File: src/rtl/irq_local_timer.sv
module irq_local_timer #(
  parameter int CNT_W = 32,
  parameter int VEC_W = 8
) (
  input  logic             clk,
  input  logic             rst_n,
  input  logic             wr_en,
  input  logic [1:0]       addr,
  input  logic [31:0]      wr_data,
  output logic [31:0]      rd_data,
  output logic             irq_pulse,
  output logic [VEC_W-1:0] irq_vector,
  output logic             expiry_pending
);
  localparam logic [1:0] A_ENTRY = 2'd0;
  localparam logic [1:0] A_DIV   = 2'd1;
  localparam logic [1:0] A_INIT  = 2'd2;
  localparam logic [1:0] A_CUR   = 2'd3;
  localparam int MASK_BIT = 16;
  localparam int PER_BIT  = 17;

  logic [VEC_W-1:0] vec;
  logic             masked, periodic, done;
  logic [2:0]       div_code;
  logic [CNT_W-1:0] init_cnt, phase, cur_cnt;
  logic [7:0]       pre, pre_lim;
  logic [2:0]       shift;
  logic             tick, wrap, evt, ld_wr, div_wr, ent_wr;

  assign ent_wr  = wr_en && addr == A_ENTRY;
  assign div_wr  = wr_en && addr == A_DIV;
  assign ld_wr   = wr_en && addr == A_INIT;
  assign shift   = div_code + 3'd1;
  assign pre_lim = (8'd1 << shift) - 8'd1;
  assign tick    = pre == pre_lim;
  assign wrap    = phase == init_cnt;
  assign evt     = tick && wrap && !ld_wr && !div_wr;

  always_ff @(posedge clk) begin
    if (!rst_n) begin
      vec       <= '0;
      masked    <= 1'b1;
      periodic  <= 1'b0;
      div_code  <= 3'b111;
      init_cnt  <= '0;
      phase     <= '0;
      pre       <= '0;
      done      <= 1'b1;
      irq_pulse <= 1'b0;
      irq_vector <= '0;
    end else begin
      irq_pulse  <= evt && !masked && (periodic ? (init_cnt != '0) : !done);
      irq_vector <= vec;
      if (ent_wr) begin
        vec      <= wr_data[VEC_W-1:0];
        masked   <= wr_data[MASK_BIT];
        periodic <= wr_data[PER_BIT];
      end
      if (div_wr) begin
        div_code <= {wr_data[3], wr_data[1], wr_data[0]};
        pre      <= '0;
      end else if (ld_wr) begin
        init_cnt <= wr_data[CNT_W-1:0];
        phase    <= '0;
        pre      <= '0;
        done     <= 1'b0;
      end else begin
        pre <= tick ? 8'd0 : pre + 8'd1;
        if (tick) phase <= wrap ? '0 : phase + 1'b1;
        if (evt) done <= 1'b1;
      end
    end
  end

  assign cur_cnt        = (!periodic && done) ? '0 : init_cnt - phase;
  assign expiry_pending = !masked && (periodic ? (init_cnt != '0) : !done);

  always_comb begin
    rd_data = '0;
    case (addr)
      A_ENTRY: begin
        rd_data[VEC_W-1:0] = vec;
        rd_data[MASK_BIT]  = masked;
        rd_data[PER_BIT]   = periodic;
      end
      A_DIV:   rd_data[3:0] = {div_code[2], 1'b0, div_code[1:0]};
      A_INIT:  rd_data[CNT_W-1:0] = init_cnt;
      A_CUR:   rd_data[CNT_W-1:0] = cur_cnt;
      default: rd_data = '0;
    endcase
  end
endmodule


File: config.mk
export PLATFORM = sky130hd
export DESIGN_NAME = irq_local_timer
export DESIGN_NICKNAME = d
export VERILOG_FILES = /design/src/rtl/irq_local_timer.sv
export SDC_FILE = /design/constraint.sdc
export NUM_CORES = 1
export LEC_CHECK = 0
export BUFFER_PORTS_ARGS = -buffer_cell sky130_fd_sc_hd__buf_2
export CAP_MARGIN = 20
export CORE_AREA = 2 2 110 112
export CTS_CLUSTER_SIZE = 10
export DETAILED_ROUTE_END_ITERATION = 10
export DIE_AREA = 0 0 112 114
export PLACE_DENSITY = 0.71
export SLEW_MARGIN = 20
export SYNTH_ARGS = -nofsm -noshare
export SYNTH_HDL_FRONTEND = slang
export SYNTH_SLANG_ARGS = --single-unit
File: constraint.sdc
create_clock -name clk -period 11.5 [get_ports clk]
set_clock_uncertainty 0.15 [all_clocks]
set_input_delay 1.15 -clock clk [delete_from_list [all_inputs] [get_ports clk]]
set_output_delay 1.15 -clock clk [all_outputs]
set_load 0.05 [all_outputs]
Word level (Yosys, flattened, before mapping). Index checks and enable logic that the tools add are counted. Widths: inputs -> output; s select.

Register bits after elaboration: 95. Input bits: 37. Output and inout port bits: 42. Logic and storage cells: 58.

Add/sub/neg operators: 5. Eq/ne operators: 5. Shifts and indexed selects: 1. Mux-type cells: 12. Bitwise logic cells: 2. Reduce and logical (&&, ||, !) cells: 23.

Operators with widths (count): $mux 32 (4); $add 32x1->32 const B (1); $eq 32x32->1 (1); $reduce_bool 32->1 (1); $sub 32x32->32 (1); $pmux 14 s2 (1); $pmux 4 s4 (1); $pmux 8 s2 (1); $pmux 4 s3 (1); $logic_and 1x1->1 (10); $add 8x1->8 const B (1); $eq 8x8->1 (1); $shl 1x3->8 const A (1); $sub 8x1->8 const B (1); $pmux 2 s3 (1); $reduce_and 2->1 (3); $logic_not 1->1 (5); $eq 2x2->1 const B (2); $reduce_bool 2->1 (2); $reduce_or 4->1 (1); $add 3x1->3 const B (1); $mux 1 (3); $eq 2x1->1 const B (1); $logic_not 2->1 (1); $not 1->1 (2).

Longest topological paths before layout. Gate-level depths: netlist of run 1.

Word-level depth: 9. Depth in mapped cells: 16. Depth with buffers taken out: 14.

Least setup slack after synthesis of run 1. Ideal clock, no wire load.

Path kind: register to output. From: reg phase[0]. To: out rd_data[26]. Data arrival time: 3814 ps. Required time: 10200 ps. Slack: 6386 ps. Stages on the path, launching flop included: 13. Cells stage by stage: dfxtp_1 ha_1 inv_1 fa_1 a21o_1 a21oi_1 o21ai_0 a221o_1 a31o_2 a31o_2 a41oi_1 xor2_1 o21ai_0.

Word-level cells in the longest chain between the ends: 3.

RTL lines: from (decl) (line 25) `logic [CNT_W-1:0] init_cnt, phase, cur_cnt;`; from (signal assigned) (line 69) `if (tick) phase <= wrap ? '0 : phase + 1'b1;`; $sub 32x32->32 (line 75) `assign cur_cnt = (!periodic && done) ? '0 : init_cnt - phase;`; $mux 32 (line 75); $pmux 14 s2 (line 80) `case (addr)`; to (decl) (line 10) `output logic [31:0] rd_data,`.

Every way passes these cells.

Worst setup path after layout of run 1.
From: reg phase[0]. To: out rd_data[18].

Same word-level chain as after synthesis.

==> impl_metrics.ini, run 1 <==
[floorplan]
pin_count = 79
die_y_um = 114
rows = 40
dieArea_mm2 = 0.0128
core_region_area_mm2 = 0.0117
start_util = 0.536
die_w_um = 112

[logic_synthesis]
synth_top_family_by_area = simple AND/OR/NAND/NOR gates
synth_seq_area_share = 0.303
synth_top_area_cell = dfxtp_1
synth_fa_ha_area_frac = 0.0768
synth_ff_type = dfxtp_1
synth-compound-area-share = 0.210
synthesis.area_mm2 = 0.00627
synth_mux_area_frac = 0.0146
yosysMostFrequentCell = nand2_1
syn_area_per_cell_um2 = 7.63
synth_fp_nets = 896
synth_area_leaders = dfxtp_1 (30%), nand2_1 (8.3%), ha_1 (7.2%), xnor2_1 (7.0%), a21boi_0 (5.3%)
yosys.area_share.simple = 0.242
synth_cells = 822
yosysWarnings = 0
yosys.cell_types.count = 59
ys_async_sr_fraction = 0
synth-seq-cells = 95
synth.top_cell.area_share = 0.303
synth-xor-area-share = 0.101
synth_edf_count = 0
synth_commonest_cells = nand2_1 (138), dfxtp_1 (95), nor2_1 (63)

[global_route]
grt_pass1_vias = 5601
grt_pass1_wl_um = 27800
grt_max_degree = 58
overflow = 0
grt.total_usage = 0.270
grt_antenna_before_repair = 0

[flow_run]
maxCapViolations = 0

[finish]
fillers = 1109
num-nets-final = 950
antennaDiodeCount = 0
multi_input_area_mm2 = 0.00404
final_area_mm2 = 0.00705
seqCellArea_mm2 = 0.00190
syn2layout_area_growth_pct = 12.3
post_route_cells_drive_above_1_share = 0.127
fin_cells = 1028
post-route-util = 0.602

[cts]
cts_resized = 0
root_buffer = clkbuf_16
clkTransAtPathRegs_ns = 0.07
clock_insertion_delay_worst_skew_ns = 0.36
h-tree-depth = 3
cts-buffers-inserted = 9
cts_sinks = 95
tritoncts = yes
holdBufCountCts = 0
clockBufferDepth = 2
postCtsSetupBuffers = 0

[pwr]
p_comb_frac = 0.256
clockPowerShare = 0.356
switchingPower_mw = 0.291
p_seq_frac = 0.387
switching_share = 0.323
p_int_mw = 0.608
power_leakage_nw = 2.96
vdd_drop_max_uv = 87.0
power_density_mw_per_mm2 = 127
p_total_mw = 0.898

[setup_path]
cpMostUsedCell = o21ai_0
crit_chain = ha_1, inv_1, fa_1, a21o_1, a21oi_1, o21ai_0, a221o_1, a31o_2, a31oi_1, o21ai_0, xnor2_1, o21ai_0, buf_2
critPathLaunchType = flop
crit_arrival_ns = 3.90
cp_max_fo = 5
crit_path_end_kind = output pin
crit_required_ns = 10.20
cp_slowest_stage_delay_ns = 0.43
crit_type = flop to output pin
cpMaxStageDelayCell = dfxtp_1

[sta]
min_period_over_period = 0.452
setup_violations = 0
rsz0062_at_grt = false
fmax_mhz = 192
setup_ws_ns = 6.30
slew_headroom = 0.299
period_needed_ns = 5.20
setup_tns_ns = 0
maxSlewViolCount = 0
timing.hold.ws_ns = 0.340
finalHoldViolations = 0
tightest_slew_ns = 1.05

[detailed_routing]
drtPass1Iterations = 5
first_iter_violations = 427
routed_wirelength_um = 17000
routedWlPerCell_um = 16.5
drtAntennaViolNets = 0
vias = 5934
drc = 0
vias_per_cell = 5.77

[placed_design]
dp_cells = 1012
dpl.hpwl_um = 12800
routabilityCongestion = 0.955
place_ws_ns = 6.71
io_buffer_count = 78
dpl-instance-area_mm2 = 0.00673

[status]
status = completed

[worst_hold_path]
hp-class = flop to flop
## power by group through the flow
stage               clock (mW)  sequential [mW]  combinational [mW]
CTS                      0.326            0.348               0.228
global placement             0            0.355               0.224
detailed placement           0            0.356               0.227
finish                   0.320            0.348               0.230
global route             0.337            0.349               0.252
floorplan                    0            0.353               0.175
## layout by cell type, fill, tap and decap left out, types with 32 or more instances in the layout
cell type,instances
a21boi_0,44
a21oi_1,32
buf_2,78
dfxtp_1,95
ha_1,36
inv_1,48
nand2_1,137
nor2_1,62
o21ai_0,41
xnor2_1,50
## flip-flops by register name, summed over array words and instances (netlist names)
register,count
div_code,3
done,1
init_cnt,32
irq_pulse,1
irq_vector,8
masked,1
periodic,1
phase,32
pre,8
vec,8
## metal layers
layer / track usage / up-vias / wire (µm)
li1: - / 2971 / -
met1: 0.367 / 2780 / 7890
met2: 0.437 / 155 / 7820
met3: 0.0351 / 28 / 830
met4: 0.113 / 0 / 459
met5: 0 / - / 0
## area by class of cell
type,count,area share
Clock buffer,10,0.0339
Inverter,50,0.0266
Timing Repair Buffer,82,0.0596
Clock inverter,6,0.0107
Multi-Input combinational cell,638,0.573
Tap cell,147,0.0261
Sequential cell,95,0.270
## kinds of logic after synthesis
logic type	count (synthesis)
and+or+nand+nor	323
AOI/OAI and AO/OA	196
DFF	95
buffers and inverters	89
xor gates and xnor gates	72
adders and majority gates	38
muxes	9
## critical path: cells and delay by family (launching register included)
family	cells	cell delay, ns
buf+inv	2	0.38
fa+ha+maj	2	0.60
xor+xnor	1	0.15
flops	1	0.43
compound gates	8	1.99
## worst paths after layout
| kind | startpoint | cells past startpoint | slack [ns] | end |
|---|---|---|---|---|
| worst max-delay path | phase[0]$_SDFFE_PN0P_ | 13 | 6.30 | rd_data[18] |
| worst min-delay path | vec[3]$_SDFFE_PN0P_ | 2 | 0.34 | vec[3]$_SDFFE_PN0P_ |
| worst max register to register | div_code[1]$_SDFFE_PN1P_ | 15 | 6.79 | phase[25]$_SDFFE_PN0P_ |
| worst min register to register | vec[3]$_SDFFE_PN0P_ | 2 | 0.34 | vec[3]$_SDFFE_PN0P_ |
Power figures use the tool's default switching activity.
==> run 2: changes to the inputs <==
Clock period 11.5 ns to 5.05 ns, I/O delays scaled along.
==> impl_metrics.ini, run 2 (same netlist as run 1, synthesis figures left out) <==
[status]
status = completed

[detailed_routing]
vias_per_cell = 5.90
drc = 0
drtPass1Iterations = 5
vias = 6064
first_iter_violations = 551
routed_wirelength_um = 17300
drtAntennaViolNets = 0
routedWlPerCell_um = 16.8

[sta]
slew_headroom = 0.317
setup_ws_ns = 0.440
fmax_mhz = 217
period_needed_ns = 4.61
setup_tns_ns = 0
min_period_over_period = 0.913
rsz0062_at_grt = false
timing.hold.ws_ns = 0.251
maxSlewViolCount = 0
tightest_slew_ns = 1.02
setup_violations = 0
finalHoldViolations = 0

[finish]
num-nets-final = 951
post-route-util = 0.603
antennaDiodeCount = 0
top_regs = init_cnt (32), phase (32)
post_route_cells_drive_above_1_share = 0.126
layout_commonest_cell = nand2_1
final_cell_mix = nand2_1 (138), dfxtp_1 (95), buf_2 (78)
fin_cells = 1028
syn2layout_area_growth_pct = 12.5
final_area_mm2 = 0.00706
fillers = 1077

[setup_path]
reg2reg_depth = 14
critPathLaunchType = flop
worstReg2RegStart = div_code[1]$_SDFFE_PN1P_
crit_arrival_ns = 3.95
crit_type = flop to output pin
cp_max_fo = 5
reg2reg_to = phase[25]$_SDFFE_PN0P_
crit_path_end_kind = output pin
crit_required_ns = 4.39
reg2reg_slack_ns = 0.60

[global_route]
grt_pass1_wl_um = 28300
grt.total_usage = 0.275
grt_max_degree = 58
grt_antenna_before_repair = 0
overflow = 0
grt_pass1_vias = 5785

[cts]
clock_insertion_delay_worst_skew_ns = 0.36
h-tree-depth = 3
root_buffer = clkbuf_16
cts_resized = 0
tritoncts = yes
holdBufCountCts = 0
cts-buffers-inserted = 9
clkTransAtPathRegs_ns = 0.07
cts_sinks = 95
clockBufferDepth = 2
postCtsSetupBuffers = 0

[worst_hold_path]
min_path_cells = 3
hold_start = wr_data[27]
min_to = init_cnt[27]$_SDFFE_PN0P_
hp-class = input port to flop

[placed_design]
dpl-instance-area_mm2 = 0.00674
place_ws_ns = 0.691
io_buffer_count = 78
routabilityCongestion = 1.02
dpl.hpwl_um = 12800
dp_cells = 1013

[pwr]
p_comb_frac = 0.255
p_total_mw = 2.08
vdd_drop_max_uv = 210
power_density_mw_per_mm2 = 295
switching_share = 0.315
power_leakage_nw = 2.97
switchingPower_mw = 0.655
clockPowerShare = 0.364
p_seq_frac = 0.381
p_int_mw = 1.42

[flow_run]
maxCapViolations = 0

[floorplan]
rows = 40
die_w_um = 112
core_region_area_mm2 = 0.0117
start_util = 0.536
dieArea_mm2 = 0.0128
die_y_um = 114
pin_count = 79
## run 2: cell count changes in the layout (fill, tap and decap cells not counted), sizes merged
cell,previous run,this run
clkinv,0,1
bufinv,1,2
inv,54,51
buf,82,83
## run 2: worst max-delay path: stages, from the launching register on
cell	delay, ns
dfxtp_1	0.42
ha_1	0.19
inv_1	0.05
fa_1	0.39
a21o_1	0.19
a21oi_1	0.20
o21ai_0	0.23
a221o_1	0.41
a31o_2	0.31
a31oi_1	0.25
o21ai_0	0.17
xnor2_1	0.15
o21ai_0	0.29
buf_2	0.34
## run 2: worst max path at each step
| stage | to | slack (ns) | startpoint | cells past startpoint |
|---|---|---|---|---|
| 3_3_place_gp | phase[25]$_SDFFE_PN0P_ | 0.90 | div_code[1]$_SDFFE_PN1P_ | 14 |
| 3_5_place_dp | phase[25]$_SDFFE_PN0P_ | 0.69 | div_code[1]$_SDFFE_PN1P_ | 14 |
| 2_1_floorplan | rd_data[26] | 0.58 | phase[0]$_SDFFE_PN0P_ | 12 |
| 5_1_grt | rd_data[18] | 0.18 | phase[0]$_SDFFE_PN0P_ | 13 |
| 4_1_cts | rd_data[18] | 0.49 | phase[0]$_SDFFE_PN0P_ | 13 |
| 6_report | rd_data[18] | 0.44 | phase[0]$_SDFFE_PN0P_ | 13 |
## run 2: per-layer routing
layer | track usage | vias to the layer above | share of wire
met5 | 0 | - | 0
met4 | 0.0951 | 0 | 0.022
met3 | 0.0484 | 29 | 0.063
met2 | 0.467 | 207 | 0.47
met1 | 0.354 | 2861 | 0.44
li1 | - | 2967 | -
## run 2: power groups by stage
stage	registers (mW)	logic, mW	clock network [mW]
final	0.792	0.531	0.756
after detailed placement	0.809	0.520	0
after CTS	0.792	0.523	0.757
after floorplan	0.805	0.399	0
after global placement	0.808	0.509	0
after global routing	0.795	0.579	0.789
## run 2: cell type report
cell class | instances | area (µm²) | share of cell area
multi-input cells | 638 | 4040 | 0.572
repair buffers | 83 | 428 | 0.0606
clock buffers | 10 | 239 | 0.0339
flip-flops and latches | 95 | 1900 | 0.269
clock inverters | 5 | 81.3 | 0.0115
inverters | 50 | 188 | 0.0266
well taps | 147 | 184 | 0.0261
==> run 3: changes to the inputs <==
Settings changed: CORE_AREA 2 2 110 112 to 2 2 101 122, DIE_AREA 0 0 112 114 to 0 0 103 124.
==> impl_metrics.ini, run 3 (same netlist as run 1, synthesis figures left out) <==
[pwr]
power_leakage_nw = 2.97
vdd_drop_max_uv = 170
power_density_mw_per_mm2 = 284

[detailed_routing]
drtAntennaViolNets = 0
routed_wirelength_um = 17200
routedWlPerCell_um = 16.6
vias = 5945
drc = 0
drtPass1Iterations = 5
vias_per_cell = 5.72
first_iter_violations = 366

[finish]
final_cell_mix = nand2_1 (138), dfxtp_1 (95), buf_2 (78)
antennaDiodeCount = 0
layout_commonest_cell = nand2_1
syn2layout_area_growth_pct = 12.6
top_regs = init_cnt (32), phase (32)
fillers = 1065
num-nets-final = 952
post_route_cells_drive_above_1_share = 0.128
final_area_mm2 = 0.00706

[global_route]
met3_usage = 0.0370
overflow = 0
grtUsageMet1 = 0.369
grt_pass1_wl_um = 27800
grt_pass1_vias = 5706
grt_max_degree = 58
grt_use_met2 = 0.446
busiest_layer = met2
grt_antenna_before_repair = 0
grt.total_usage = 0.277

[setup_path]
cpMaxStageDelayCell = dfxtp_1
cpLargestDelayFamily = compound AO/OA/AOI/OAI gates
crit_chain = ha_1, inv_1, fa_1, a21o_1, a21oi_1, o21ai_0, a221o_1, a31o_2, a31o_2, a41oi_1, xor2_1, o21ai_0, buf_2
critPathLaunchType = flop
crit_type = flop to output pin
crit_path_end_kind = output pin
cp_slowest_stage_delay_ns = 0.43
crit_arrival_ns = 3.84
cp_max_fo = 5
crit_required_ns = 4.39
reg2reg_slack_ns = 0.70
critPathBufInv = 2

[cts]
cts_resized = 0
cts_sinks = 95
root_buffer = clkbuf_16
holdBufCountCts = 0
tritoncts = yes
clockBufferDepth = 2
clkTransAtPathRegs_ns = 0.07
h-tree-depth = 3
postCtsSetupBuffers = 0
clock_insertion_delay_worst_skew_ns = 0.35
cts-buffers-inserted = 9

[worst_hold_path]
hp-class = input port to flop

[sta]
rsz0062_at_grt = false
maxSlewViolCount = 0
min_period_over_period = 0.891
finalHoldViolations = 0
fmax_mhz = 222
period_needed_ns = 4.50
tightest_slew_ns = 1.08
setup_violations = 0
slew_headroom = 0.276
setup_tns_ns = 0

[floorplan]
die_y_um = 124
rows = 43
start_util = 0.545
core_region_area_mm2 = 0.0115
pin_count = 79
die_w_um = 103
dieArea_mm2 = 0.0128

[status]
status = completed

[placed_design]
routabilityCongestion = 0.955
io_buffer_count = 78
dpl-instance-area_mm2 = 0.00677
dpl.hpwl_um = 12800

[flow_run]
maxCapViolations = 0
==> run 3: changes by cell type in the layout (fill, tap and decap cells not counted), sizes merged <==
cell and delta:
buf +1, clkinvlp -1, inv +4, bufinv -2
==> run 3: worst register-to-register path, delay by kind of cell (launching register included) <==
family,cells,cell delay [ns]
XOR/XNOR,1,0.10
multiplexers,1,0.33
flip-flops,1,0.48
adder cells (fa/ha/maj),2,0.50
AO/OA/AOI/OAI,3,0.48
AND/OR/NAND/NOR,6,2.10
buffers and inverters,1,0.16
==> run 3: cell type report <==
cell class              instances  area (µm²)  share of cell area
clock buffers                  10         239              0.0338
multi-input cells             638        4040               0.572
well taps                     157         196              0.0278
repair buffers                 84         443              0.0627
inverters                      50         188              0.0266
flip-flops and latches         95        1900               0.269
clock inverters                 6        57.6             0.00815
==> run 3: routing by layer <==
layer  routed length [µm]  share of wire
met1                 7590           0.44
met2                 8070           0.47
met3                  976          0.057
met4                  582          0.034
met5                    0              0
==> run 3: stage by stage <==
stage               power (mW)  hold slack [ns]  worst slack (ns)   util  std cells
floorplan                 1.20            0.301             0.581      -        822
global placement          1.32            0.314             0.900  0.586       1023
detailed placement        1.33            0.327             0.720  0.588       1024
CTS                       2.01            0.243             0.543  0.613       1040
global route              2.11            0.260             0.286  0.613       1040
finish                    2.01            0.248             0.552  0.613       1040
==> run 3: worst paths after layout <==
kind                                 start                   endpoint  cells after the start
setup / recovery     phase[0]$_SDFFE_PN0P_                rd_data[26]                     13
hold / removal                 wr_data[24]  init_cnt[24]$_SDFFE_PN0P_                      3
setup reg to reg  div_code[1]$_SDFFE_PN1P_     phase[25]$_SDFFE_PN0P_                     14
hold reg to reg        vec[0]$_SDFFE_PN0P_        vec[0]$_SDFFE_PN0P_                      2
==> run 3: power breakdown <==
group | switching [mW] | internal (mW) | total (mW)
clock network | 0.326 | 0.361 | 0.688
registers | 0.0250 | 0.768 | 0.793
logic | 0.318 | 0.210 | 0.528
